===== src/rtl/gpio_pkg.sv =====
package gpio_pkg;
  localparam int BYTE_W  = 8;
  localparam int BIT_OUT = 0;
  localparam int BIT_LVL = 1;
  localparam int BIT_OE  = 2;

  typedef enum logic [1:0] {
    NMI_IDLE = 2'd0,
    NMI_RISE = 2'd1,
    NMI_FALL = 2'd2
  } nmi_phase_e;
endpackage


===== src/rtl/gpio_pin_file.sv =====
module gpio_pin_file #(
  parameter int NUM_PINS    = 36,
  parameter int IDX_W       = 6,
  parameter int PRESET_PIN  = 1
) (
  input  logic                           clk,
  input  logic                           rst_n,
  input  logic                           wr_en,
  input  logic [IDX_W-1:0]               wr_idx,
  input  logic [gpio_pkg::BYTE_W-1:0]    wr_data,
  input  logic                           ev_en,
  input  logic [IDX_W-1:0]               ev_idx,
  input  logic                           ev_level,
  output logic [NUM_PINS*gpio_pkg::BYTE_W-1:0] pin_bytes,
  output logic                           ev_oe_hit
);
  import gpio_pkg::*;

  for (genvar p = 0; p < NUM_PINS; p++) begin : g_pin
    localparam logic [BYTE_W-1:0] RST_VAL =
      (p == PRESET_PIN) ? (BYTE_W'(1) << BIT_LVL) : '0;
    logic [BYTE_W-1:0] q;
    logic              hit_wr, hit_ev;
    logic              loop_lvl;

    assign hit_wr   = wr_en && (wr_idx == IDX_W'(p));
    assign hit_ev   = ev_en && (ev_idx == IDX_W'(p));
    assign loop_lvl = wr_data[BIT_OE] ? wr_data[BIT_OUT] : q[BIT_LVL];

    always_ff @(posedge clk or negedge rst_n) begin
      if (!rst_n) begin
        q <= RST_VAL;
      end else if (hit_wr) begin
        q <= {wr_data[BYTE_W-1:BIT_LVL+1], loop_lvl, wr_data[BIT_OUT]};
      end else if (hit_ev) begin
        q[BIT_LVL] <= ev_level;
      end
    end

    assign pin_bytes[p*BYTE_W +: BYTE_W] = q;
  end

  always_comb begin
    ev_oe_hit = 1'b0;
    for (int i = 0; i < NUM_PINS; i++) begin
      if (ev_en && (ev_idx == IDX_W'(i)) && pin_bytes[i*BYTE_W + BIT_OE]) begin
        ev_oe_hit = 1'b1;
      end
    end
  end
endmodule


===== src/rtl/gpio_rd_path.sv =====
module gpio_rd_path #(
  parameter int NUM_LVL  = 8,
  parameter int NUM_PINS = 36,
  parameter int ADDR_W   = 6
) (
  input  logic                                clk,
  input  logic                                rst_n,
  input  logic                                rd_en,
  input  logic [ADDR_W-1:0]                   addr,
  input  logic [NUM_LVL*gpio_pkg::BYTE_W-1:0] level_in,
  input  logic [NUM_PINS*gpio_pkg::BYTE_W-1:0] pin_bytes,
  output logic                                rsp_valid,
  output logic [gpio_pkg::BYTE_W-1:0]         rsp_rdata
);
  import gpio_pkg::*;

  logic [BYTE_W-1:0] sel;

  always_comb begin
    sel = '0;
    for (int i = 0; i < NUM_LVL; i++) begin
      if (addr == ADDR_W'(i)) sel = level_in[i*BYTE_W +: BYTE_W];
    end
    for (int j = 0; j < NUM_PINS; j++) begin
      if (addr == ADDR_W'(NUM_LVL + j)) sel = pin_bytes[j*BYTE_W +: BYTE_W];
    end
  end

  always_ff @(posedge clk or negedge rst_n) begin
    if (!rst_n) begin
      rsp_valid <= 1'b0;
      rsp_rdata <= '0;
    end else begin
      rsp_valid <= rd_en;
      if (rd_en) rsp_rdata <= sel;
    end
  end
endmodule


===== src/rtl/gpio_nmi_seq.sv =====
module gpio_nmi_seq (
  input  logic clk,
  input  logic rst_n,
  input  logic nmi_req,
  output logic busy,
  output logic drive_en,
  output logic drive_level
);
  import gpio_pkg::*;

  nmi_phase_e phase_q;

  always_ff @(posedge clk or negedge rst_n) begin
    if (!rst_n) begin
      phase_q <= NMI_IDLE;
    end else begin
      unique case (phase_q)
        NMI_IDLE: if (nmi_req) phase_q <= NMI_RISE;
        NMI_RISE: phase_q <= NMI_FALL;
        NMI_FALL: phase_q <= NMI_IDLE;
        default:  phase_q <= NMI_IDLE;
      endcase
    end
  end

  assign busy        = (phase_q != NMI_IDLE);
  assign drive_en    = busy;
  assign drive_level = (phase_q == NMI_RISE);
endmodule


===== src/rtl/gpio_irq_map.sv =====
module gpio_irq_map #(
  parameter int NUM_PINS  = 36,
  parameter int NUM_IRQ   = 10,
  parameter int LOW_PIN   = 1,
  parameter int PULSE_PIN = 9
) (
  input  logic [NUM_PINS*gpio_pkg::BYTE_W-1:0] pin_bytes,
  output logic [NUM_IRQ-1:0]                   irq
);
  import gpio_pkg::*;

  for (genvar i = 0; i < NUM_IRQ; i++) begin : g_irq
    if (i == LOW_PIN) begin : g_low
      assign irq[i] = ~pin_bytes[i*BYTE_W + BIT_LVL];
    end else if (i == PULSE_PIN) begin : g_high
      assign irq[i] = pin_bytes[i*BYTE_W + BIT_LVL];
    end else begin : g_none
      assign irq[i] = 1'b0;
    end
  end
endmodule


===== src/rtl/gpio_pin_ctrl.sv =====
module gpio_pin_ctrl #(
  parameter int NUM_LVL   = 8,
  parameter int NUM_PINS  = 36,
  parameter int WIN_BYTES = 48,
  parameter int NUM_IRQ   = 10,
  parameter int LOW_PIN   = 1,
  parameter int PULSE_PIN = 9,
  localparam int ADDR_W   = $clog2(WIN_BYTES),
  localparam int IDX_W    = $clog2(NUM_PINS),
  localparam int LVL_W    = NUM_LVL * gpio_pkg::BYTE_W
) (
  input  logic                        clk,
  input  logic                        rst_n,
  input  logic                        bus_valid,
  output logic                        bus_ready,
  input  logic                        bus_write,
  input  logic [ADDR_W-1:0]           bus_addr,
  input  logic [gpio_pkg::BYTE_W-1:0] bus_wdata,
  output logic                        rsp_valid,
  output logic [gpio_pkg::BYTE_W-1:0] rsp_rdata,
  input  logic                        evt_valid,
  output logic                        evt_ready,
  input  logic [IDX_W-1:0]            evt_pin,
  input  logic                        evt_level,
  input  logic                        nmi_req,
  input  logic [LVL_W-1:0]            level_in,
  output logic [NUM_IRQ-1:0]          irq,
  output logic                        err_flag
);
  import gpio_pkg::*;

  localparam logic [ADDR_W-1:0] PIN_BASE = ADDR_W'(NUM_LVL);
  localparam logic [ADDR_W-1:0] PIN_END  = ADDR_W'(NUM_LVL + NUM_PINS);

  logic                        nmi_busy, nmi_drive, nmi_level;
  logic                        bus_fire, wr_en, rd_en, in_pins;
  logic [IDX_W-1:0]            wr_idx;
  logic                        ext_ev, ev_en, ev_level, ev_oe_hit;
  logic [IDX_W-1:0]            ev_idx;
  logic [NUM_PINS*BYTE_W-1:0]  pin_bytes;

  gpio_nmi_seq u_nmi (
    .clk        (clk),
    .rst_n      (rst_n),
    .nmi_req    (nmi_req),
    .busy       (nmi_busy),
    .drive_en   (nmi_drive),
    .drive_level(nmi_level)
  );

  assign bus_ready = !nmi_busy;
  assign evt_ready = !nmi_busy && !(bus_valid && bus_write);
  assign bus_fire  = bus_valid && bus_ready;
  assign in_pins   = (bus_addr >= PIN_BASE) && (bus_addr < PIN_END);
  assign wr_en     = bus_fire && bus_write && in_pins;
  assign rd_en     = bus_fire && !bus_write;
  assign wr_idx    = IDX_W'(bus_addr - PIN_BASE);

  assign ext_ev   = evt_valid && evt_ready && (evt_pin < IDX_W'(NUM_PINS));
  assign ev_en    = nmi_drive || ext_ev;
  assign ev_idx   = nmi_drive ? IDX_W'(PULSE_PIN) : evt_pin;
  assign ev_level = nmi_drive ? nmi_level : evt_level;

  gpio_pin_file #(
    .NUM_PINS  (NUM_PINS),
    .IDX_W     (IDX_W),
    .PRESET_PIN(LOW_PIN)
  ) u_pins (
    .clk      (clk),
    .rst_n    (rst_n),
    .wr_en    (wr_en),
    .wr_idx   (wr_idx),
    .wr_data  (bus_wdata),
    .ev_en    (ev_en),
    .ev_idx   (ev_idx),
    .ev_level (ev_level),
    .pin_bytes(pin_bytes),
    .ev_oe_hit(ev_oe_hit)
  );

  gpio_rd_path #(
    .NUM_LVL (NUM_LVL),
    .NUM_PINS(NUM_PINS),
    .ADDR_W  (ADDR_W)
  ) u_rd (
    .clk      (clk),
    .rst_n    (rst_n),
    .rd_en    (rd_en),
    .addr     (bus_addr),
    .level_in (level_in),
    .pin_bytes(pin_bytes),
    .rsp_valid(rsp_valid),
    .rsp_rdata(rsp_rdata)
  );

  gpio_irq_map #(
    .NUM_PINS (NUM_PINS),
    .NUM_IRQ  (NUM_IRQ),
    .LOW_PIN  (LOW_PIN),
    .PULSE_PIN(PULSE_PIN)
  ) u_irq (
    .pin_bytes(pin_bytes),
    .irq      (irq)
  );

  always_ff @(posedge clk or negedge rst_n) begin
    if (!rst_n)         err_flag <= 1'b0;
    else if (ev_oe_hit) err_flag <= 1'b1;
  end
endmodule


===== config.mk =====
export PLATFORM = sky130hd
export DESIGN_NAME = gpio_pin_ctrl
export DESIGN_NICKNAME = d
export VERILOG_FILES = /design/src/rtl/gpio_pkg.sv /design/src/rtl/gpio_pin_file.sv /design/src/rtl/gpio_rd_path.sv /design/src/rtl/gpio_nmi_seq.sv /design/src/rtl/gpio_irq_map.sv /design/src/rtl/gpio_pin_ctrl.sv
export SDC_FILE = /design/constraint.sdc
export NUM_CORES = 1
export LEC_CHECK = 0
export BUFFER_PORTS_ARGS = -buffer_cell sky130_fd_sc_hd__buf_2
export CAP_MARGIN = 20
export CORE_UTILIZATION = 50
export CTS_BUF_LIST = sky130_fd_sc_hd__clkbuf_8
export DETAILED_ROUTE_END_ITERATION = 7
export PLACE_DENSITY_LB_ADDON = 0.1
export SLEW_MARGIN = 20
export SYNTH_ARGS = -nofsm -noshare
export SYNTH_HDL_FRONTEND = slang
export SYNTH_HIERARCHICAL = 1
export SYNTH_SLANG_ARGS = --single-unit

===== constraint.sdc =====
create_clock -name clk -period 3.7 [get_ports clk]
set_input_delay 0.74 -clock clk [delete_from_list [all_inputs] [get_ports clk]]
set_output_delay 0.74 -clock clk [all_outputs]
set_load 0.02 [all_outputs]

==> results of run 1 <==
==> cell usage after synthesis, types with 20 or more instances <==
library cell	instances	area (um^2)
nor2_1	95	356.6
clkbuf_1	74	277.8
buf_4	26	195.2
a211oi_1	27	202.7
nor3_1	52	260.3
a31oi_1	27	168.9
a221oi_1	20	175.2
mux2i_1	49	490.5
nand3_1	41	205.2
nor2b_1	21	131.4
nand2_1	182	683.2
buf_2	45	225.2
o21ai_0	101	505.5
mux2_2	216	2432
inv_1	20	75.07
a21oi_1	103	515.5
o22ai_1	23	143.9
dfrtp_1	299	7482
==> power groups by stage <==
stage	combinational [mW]	sequential [mW]	clock, mW
floorplan	0.916	3.81	0
global placement	1.49	3.87	0
detailed placement	1.51	3.87	0
CTS	1.52	3.82	3.32
global route	1.65	3.85	3.47
finish	1.55	3.82	3.27
==> worst max-delay path by stage <==
stage,startpoint,endpoint,slack [ns],depth (start not counted)
6_report,u_nmi/phase_q[0]$_DFFE_PN0P_,err_flag$_DFFE_PN0P_,0.63,8
5_1_grt,u_nmi/phase_q[0]$_DFFE_PN0P_,err_flag$_DFFE_PN0P_,0.49,8
4_1_cts,u_nmi/phase_q[0]$_DFFE_PN0P_,err_flag$_DFFE_PN0P_,0.71,8
3_5_place_dp,bus_addr[3],u_rd/rsp_rdata[4]$_DFFE_PN0P_,0.21,10
3_3_place_gp,bus_addr[3],u_rd/rsp_rdata[4]$_DFFE_PN0P_,0.21,10
2_1_floorplan,bus_addr[2],u_pins/g_pin[10].q[1]$_DFFE_PN0P_,0.92,7
==> metal layers <==
layer	share of wire, %	global-route usage, %	vias to the layer above	routed length, um
li1	-	-	6781	-
met1	44	53.21	7804	27890
met2	43	52.78	850	27460
met3	10	7.897	107	6358
met4	2.9	10.73	0	1821
met5	0	0	-	0
==> sequential cells by signal, indices dropped and copies added, names as in the netlist <==
register / count
u_pins/g_pin.q: 288
u_rd/rsp_rdata: 8
u_nmi/phase_q: 2
err_flag: 1
u_rd/rsp_valid: 1
==> worst register-to-register path, delay by kind of cell (launching register included) <==
family	cells	cell delay, ns
compound gates	2	0.69
simple gates	6	1.88
flops	1	0.40
==> kinds of logic (layout without fill, tap and decap cells) <==
| family | Yosys count | count (layout) | synth area share, % |
|---|---|---|---|
| compound gates | 454 | 454 | 17.34 |
| xor+xnor | 2 | 2 | 0.1008 |
| fa+ha+maj | 1 | 1 | 0.07201 |
| buf+inv | 187 | 369 | 5.149 |
| flops | 300 | 300 | 43.22 |
| mux | 275 | 275 | 17.95 |
| other cells | 1 | 8 | 0.02159 |
| simple gates | 530 | 530 | 16.15 |
==> final cells by class <==
type                            instances  area share (%)
Multi-Input combinational cell       1270           44.89
Sequential cell                       300           37.42
Timing Repair Buffer                  251           8.866
Clock buffer                           70           4.801
Tap cell                              448           2.793
Clock inverter                         27          0.8418
Inverter                               21          0.3928
==> stage by stage <==
stage / util, % / instance area [um^2] / cells / setup WS [ns] / hold WS (ns)
6_report: 59.25 / 20070 / 2387 / 0.6256 / 0.1235
5_1_grt: 59.25 / 20070 / 2387 / 0.4936 / 0.1600
4_1_cts: 59.25 / 20070 / 2387 / 0.7093 / 0.1295
3_5_place_dp: 55.91 / 18930 / 2290 / 0.2144 / 0.4624
3_3_place_gp: 55.91 / 18930 / 2290 / 0.2109 / 0.4504
2_1_floorplan: - / 17400 / 1757 / 0.9204 / 0.4302
==> impl_metrics.py, run 1 <==
metrics = {
    "synth": {
        "ys_types": 97,
        "synth.yosys.seq_area_share_pct": 43.22,
        "syn_inst": 1750,
        "synth-main-ff-cell": "dfrtp_1",
        "ys_ff_latch": 300,
        "yosysWarnings": 6,
        "syn-cell-area_um2": 17370,
        "syn_avg_cell_area_um2": 9.927,
        "synth_edf_count": 0,
        "synth-async-reset-ratio_pct": 100.0,
    },
    "clocking": {
        "cts_hold_buf": 0,
        "cts_max_level": 2,
        "clkTransAtPathRegs_ns": 0.06,
        "cts_buffer_depth": 3,
        "post_cts_buffers": 0,
        "cts_root_buf": "clkbuf_8",
        "clkSinkCount": 300,
        "cts_buffers": 53,
        "clock_latency_ns": 0.67,
        "cts_tree": "yes",
        "cts.repair.resized": 0,
    },
    "place": {
        "dp_hpwl_mm": 45.29,
        "port_buffers": 103,
        "place_congestion": 0.9810,
    },
    "layout": {
        "fillers": 2980,
        "regArea_um2": 7508,
        "multi_input_area_um2": 9007,
        "layout_common_cells": "dfrtp_1, mux2_2, nand2_1",
        "drive_gt1_share_pct": 31.41,
        "nNetsFinal": 1989,
        "antenna_cells": 0,
        "syn_to_final_growth_pct": 15.51,
        "layout_commonest_cell": "dfrtp_1",
    },
    "power_and_ir_drop": {
        "power.density_nw_per_um2": 430.7,
        "power_frac_comb_pct": 17.9,
        "p_leak_nw": 9.359,
        "power_mw": 8.643,
        "p_clk_share_pct": 37.8,
        "swShare_pct": 30.93,
        "p_switching_mw": 2.673,
        "ir_worst_vdd_mv": 0.3662,
        "power_frac_seq_pct": 44.3,
        "intPower_mw": 5.969,
    },
    "grt": {
        "grt_pass1_wl_mm": 96.28,
        "overflow": 0,
        "grt_antenna_before_repair": 0,
        "grt_max_degree": 90,
        "grt.total_usage_pct": 36.05,
        "grt_pass1_vias": 15030,
    },
    "worst_setup_path": {
        "cp_max_fo": 12,
        "crit_chain": "or2_1 -> and2b_1 -> and4bb_2 -> nor2b_1 -> a221o_1 -> a22oi_1 -> nand4_1 -> or2_2",
        "critPathMaxStageDelay_ns": 0.45,
        "crit_buf_inv": 0,
        "endpoint_kind": "flop",
        "r2r-end": "err_flag$_DFFE_PN0P_",
        "critPathArrivalTime_ns": 3.59,
        "r2r_slack_ns": 0.63,
        "timing.rr.start": "u_nmi/phase_q[0]$_DFFE_PN0P_",
        "cp-start-kind": "flop",
        "cpLargestDelayFamily": "simple AND/OR/NAND/NOR gates",
        "critical_path_class": "flop to flop",
        "ff2ff_path_depth": 8,
        "worst_ep_required_time_ns": 4.21,
        "cpMaxStageDelayCell": "and2b_1",
    },
    "die": {
        "rows": 67,
        "initial_core_util_pct": 51.30,
        "design.die.area_um2": 35490,
        "die_y_um": 188.4,
        "die_w_um": 188.4,
        "core-area_um2": 33870,
        "io-pin-count": 113,
    },
    "min_path": {
        "hp-class": "input pin to asynchronous set/reset pin",
    },
    "sta": {
        "fin_tns_setup_ns": 0,
        "drv_slew": 0,
        "tightest_slew_ns": 0.9973,
        "period_minus_slack_ns": 3.074,
        "rsz0062_at_grt": "false",
        "skew_ns": 0.04384,
        "fmax_ghz": 0.3253,
        "setup_viol": 0,
        "fin_crit_sh_pct": 83.09,
        "max-slew-margin-rel_pct": 33.52,
        "hold_viol": 0,
    },
    "run": {
        "drv_cap": 0,
    },
    "drt": {
        "postRouteAntennaNets": 0,
        "drc": 0,
        "first_pass_iters": 6,
        "wirelength_mm": 63.53,
        "via_per_inst": 6.511,
        "drt_iter0_markers": 1701,
        "wl_per_cell_um": 26.61,
        "via_count": 15540,
    },
    "status": {
        "status": "finished, final reports clean",
    },
}
Power figures use the tool's default switching activity.
==> inputs of run 2 (changes only) <==
- clock period: 3.7 -> 3.05 ns (I/O delays scaled with it)
==> run 2 against run 1 <==
Worst hold slack improved by 0.12 ns. Register-to-register slack got worse by 0.39 ns. Critical path depth stayed put. Count of clock-buffer cells in the layout decreased by 5. Clock skew decreased by 0.0042 ns. First-iteration DRC count up 1.1%. Power up 23%. Sequential power grew 22%. Critical endpoint unchanged.
==> impl_metrics.py, run 2 (synthesized netlist as in run 1, its figures left out) <==
metrics = {
    "layout": {
        "regMostFlops": "u_pins/g_pin.q",
        "fin_cells": 2502,
        "layout_commonest_cell": "dfrtp_1",
        "largest_reg_flops": 288,
        "fillers": 2905,
        "multi_input_area_um2": 9007,
        "largestRegisters": "u_pins/g_pin.q (288), u_rd/rsp_rdata (8), u_nmi/phase_q (2)",
        "nNetsFinal": 2102,
        "layout_common_cells": "dfrtp_1, buf_4, mux2_2",
        "drive_gt1_share_pct": 35.02,
        "fin_area_um2": 20990,
        "regArea_um2": 7508,
        "syn_to_final_growth_pct": 20.81,
    },
    "place": {
        "port_buffers": 103,
        "place_congestion": 1.039,
        "dpl_cell_area_um2": 19850,
        "dp_hpwl_mm": 47.25,
        "dp.cells": 2403,
        "pre_cts_ws_ns": -0.2463,
    },
    "clocking": {
        "clkTransAtPathRegs_ns": 0.06,
        "cts_max_level": 2,
        "cts_tree": "yes",
        "clkSinkCount": 300,
        "post_cts_buffers": 0,
        "clock_latency_ns": 0.66,
        "cts_buffer_depth": 3,
        "cts_root_buf": "clkbuf_8",
        "cts_buffers": 52,
    },
    "worst_setup_path": {
        "endpoint_kind": "flop",
        "critPathArrivalTime_ns": 3.33,
        "critical_path_class": "flop to flop",
        "worst_ep_required_time_ns": 3.56,
        "cp_max_fo": 9,
        "cp-start-kind": "flop",
        "ff2ff_path_depth": 8,
    },
    "power_and_ir_drop": {
        "power.density_nw_per_um2": 506.0,
        "intPower_mw": 7.369,
        "power_frac_comb_pct": 18.8,
        "ir_worst_vdd_mv": 0.4684,
        "swShare_pct": 30.61,
        "power_frac_seq_pct": 43.7,
        "p_leak_nw": 9.938,
        "p_clk_share_pct": 37.5,
        "p_switching_mw": 3.251,
    },
    "drt": {
        "wirelength_mm": 65.16,
        "postRouteAntennaNets": 0,
        "drt_iter0_markers": 1720,
        "drc": 0,
        "via_count": 15980,
        "via_per_inst": 6.386,
        "wl_per_cell_um": 26.04,
        "first_pass_iters": 6,
    },
    "die": {
        "io-pin-count": 113,
        "design.die.area_um2": 35490,
        "die_w_um": 188.4,
        "initial_core_util_pct": 51.30,
        "die_y_um": 188.4,
        "rows": 67,
        "core-area_um2": 33870,
    },
    "sta": {
        "tightest_slew_ns": 0.9781,
        "skew_ns": 0.03962,
        "fin_crit_sh_pct": 92.43,
        "setup_viol": 0,
        "period_minus_slack_ns": 2.819,
        "rsz0062_at_grt": "false",
        "setup_ws_ns": 0.2309,
        "max-slew-margin-rel_pct": 34.66,
        "fin_hold_ws_ns": 0.2436,
        "hold_viol": 0,
        "drv_slew": 0,
        "fmax_ghz": 0.3547,
    },
    "grt": {
        "overflow": 0,
        "grt_pass1_wl_mm": 99.40,
        "grt.total_usage_pct": 37.30,
        "grt_pass1_vias": 15830,
        "grt_antenna_before_repair": 0,
        "grt_max_degree": 71,
    },
    "status": {
        "status": "finished, final reports clean",
    },
    "min_path": {
        "hold_path_depth": 2,
        "hp-class": "input pin to flop",
    },
    "run": {
        "drv_cap": 0,
    },
}
==> run 2: cell types whose count changed in the layout (fill, tap and decap cells not counted) <==
| cell | before | now |
|---|---|---|
| clkinv_2 | 10 | 11 |
| bufinv_16 | 1 | 3 |
| inv_1 | 31 | 34 |
| buf_4 | 139 | 247 |
| diode_2 | 0 | 1 |
| buf_12 | 11 | 16 |
| clkbuf_8 | 70 | 65 |
| dlygate4sd3_1 | 0 | 1 |
| clkinv_4 | 1 | 0 |
==> run 2: worst paths after layout <==
kind / endpoint / slack [ns] / start
max: err_flag$_DFFE_PN0P_ / 0.23 / u_nmi/phase_q[1]$_DFFE_PN0P_
min: u_nmi/phase_q[0]$_DFFE_PN0P_ / 0.24 / nmi_req
max reg2reg: err_flag$_DFFE_PN0P_ / 0.23 / u_nmi/phase_q[1]$_DFFE_PN0P_
min reg2reg: u_nmi/phase_q[0]$_DFFE_PN0P_ / 0.46 / u_nmi/phase_q[0]$_DFFE_PN0P_
max in group asynchronous: u_pins/g_pin[20].q[2]$_DFFE_PN0P_ / 1.64 / rst_n
min in group asynchronous: u_pins/g_pin[12].q[1]$_DFFE_PN0P_ / 0.55 / rst_n
==> run 2: layout make-up <==
class	count	area share (%)
clock inverters	32	1.127
diodes	1	0.01192
multi-input cells	1270	42.92
inverters	21	0.3756
repair buffers	365	12.86
clock buffers	65	4.262
flip-flops and latches	300	35.77
well taps	448	2.671
==> run 2: per-stage QoR <==
step / total power [mW] / setup TNS [ns] / utilization [%]
6_report: 10.62 / 0 / 61.97
4_1_cts: 10.65 / 0 / 61.97
3_3_place_gp: 6.620 / -0.7729 / 58.60
5_1_grt: 11.02 / 0 / 61.97
3_5_place_dp: 6.653 / -1.542 / 58.60
2_1_floorplan: 5.736 / 0 / -
==> run 2: power groups by stage <==
stage	Combinational [mW]	Clock (mW)	Sequential, mW
6_report	2.00	3.98	4.65
5_1_grt	2.14	4.21	4.68
4_1_cts	1.96	4.05	4.64
3_5_place_dp	1.95	0	4.70
3_3_place_gp	1.92	0	4.70
2_1_floorplan	1.11	0	4.63
==> run 2: layer usage <==
metal | global-route usage, % | share of wire [%]
met1 | 54.38 | 44
met2 | 55.08 | 43
met4 | 12.10 | 3.3
met5 | 0 | 0
met3 | 8.046 | 9.3
==> run 2: critical path, cell delays in order (launching register included) <==
cell and delay (ns):
dfrtp_1 0.41, or2_1 0.32, or2_2 0.44, and2_1 0.22, a22o_1 0.24, a32o_1 0.23, a311oi_1 0.33, nand4_1 0.19
or2_2 0.31
==> run 2: repair_timing <==
action / 4_1_cts / 5_1_grt
endpoints found under the setup margin: 0 / 0
gates resized for setup: 0 / 0
hold buffers: 1 / 0
hold endpoints to repair: 63 / 0
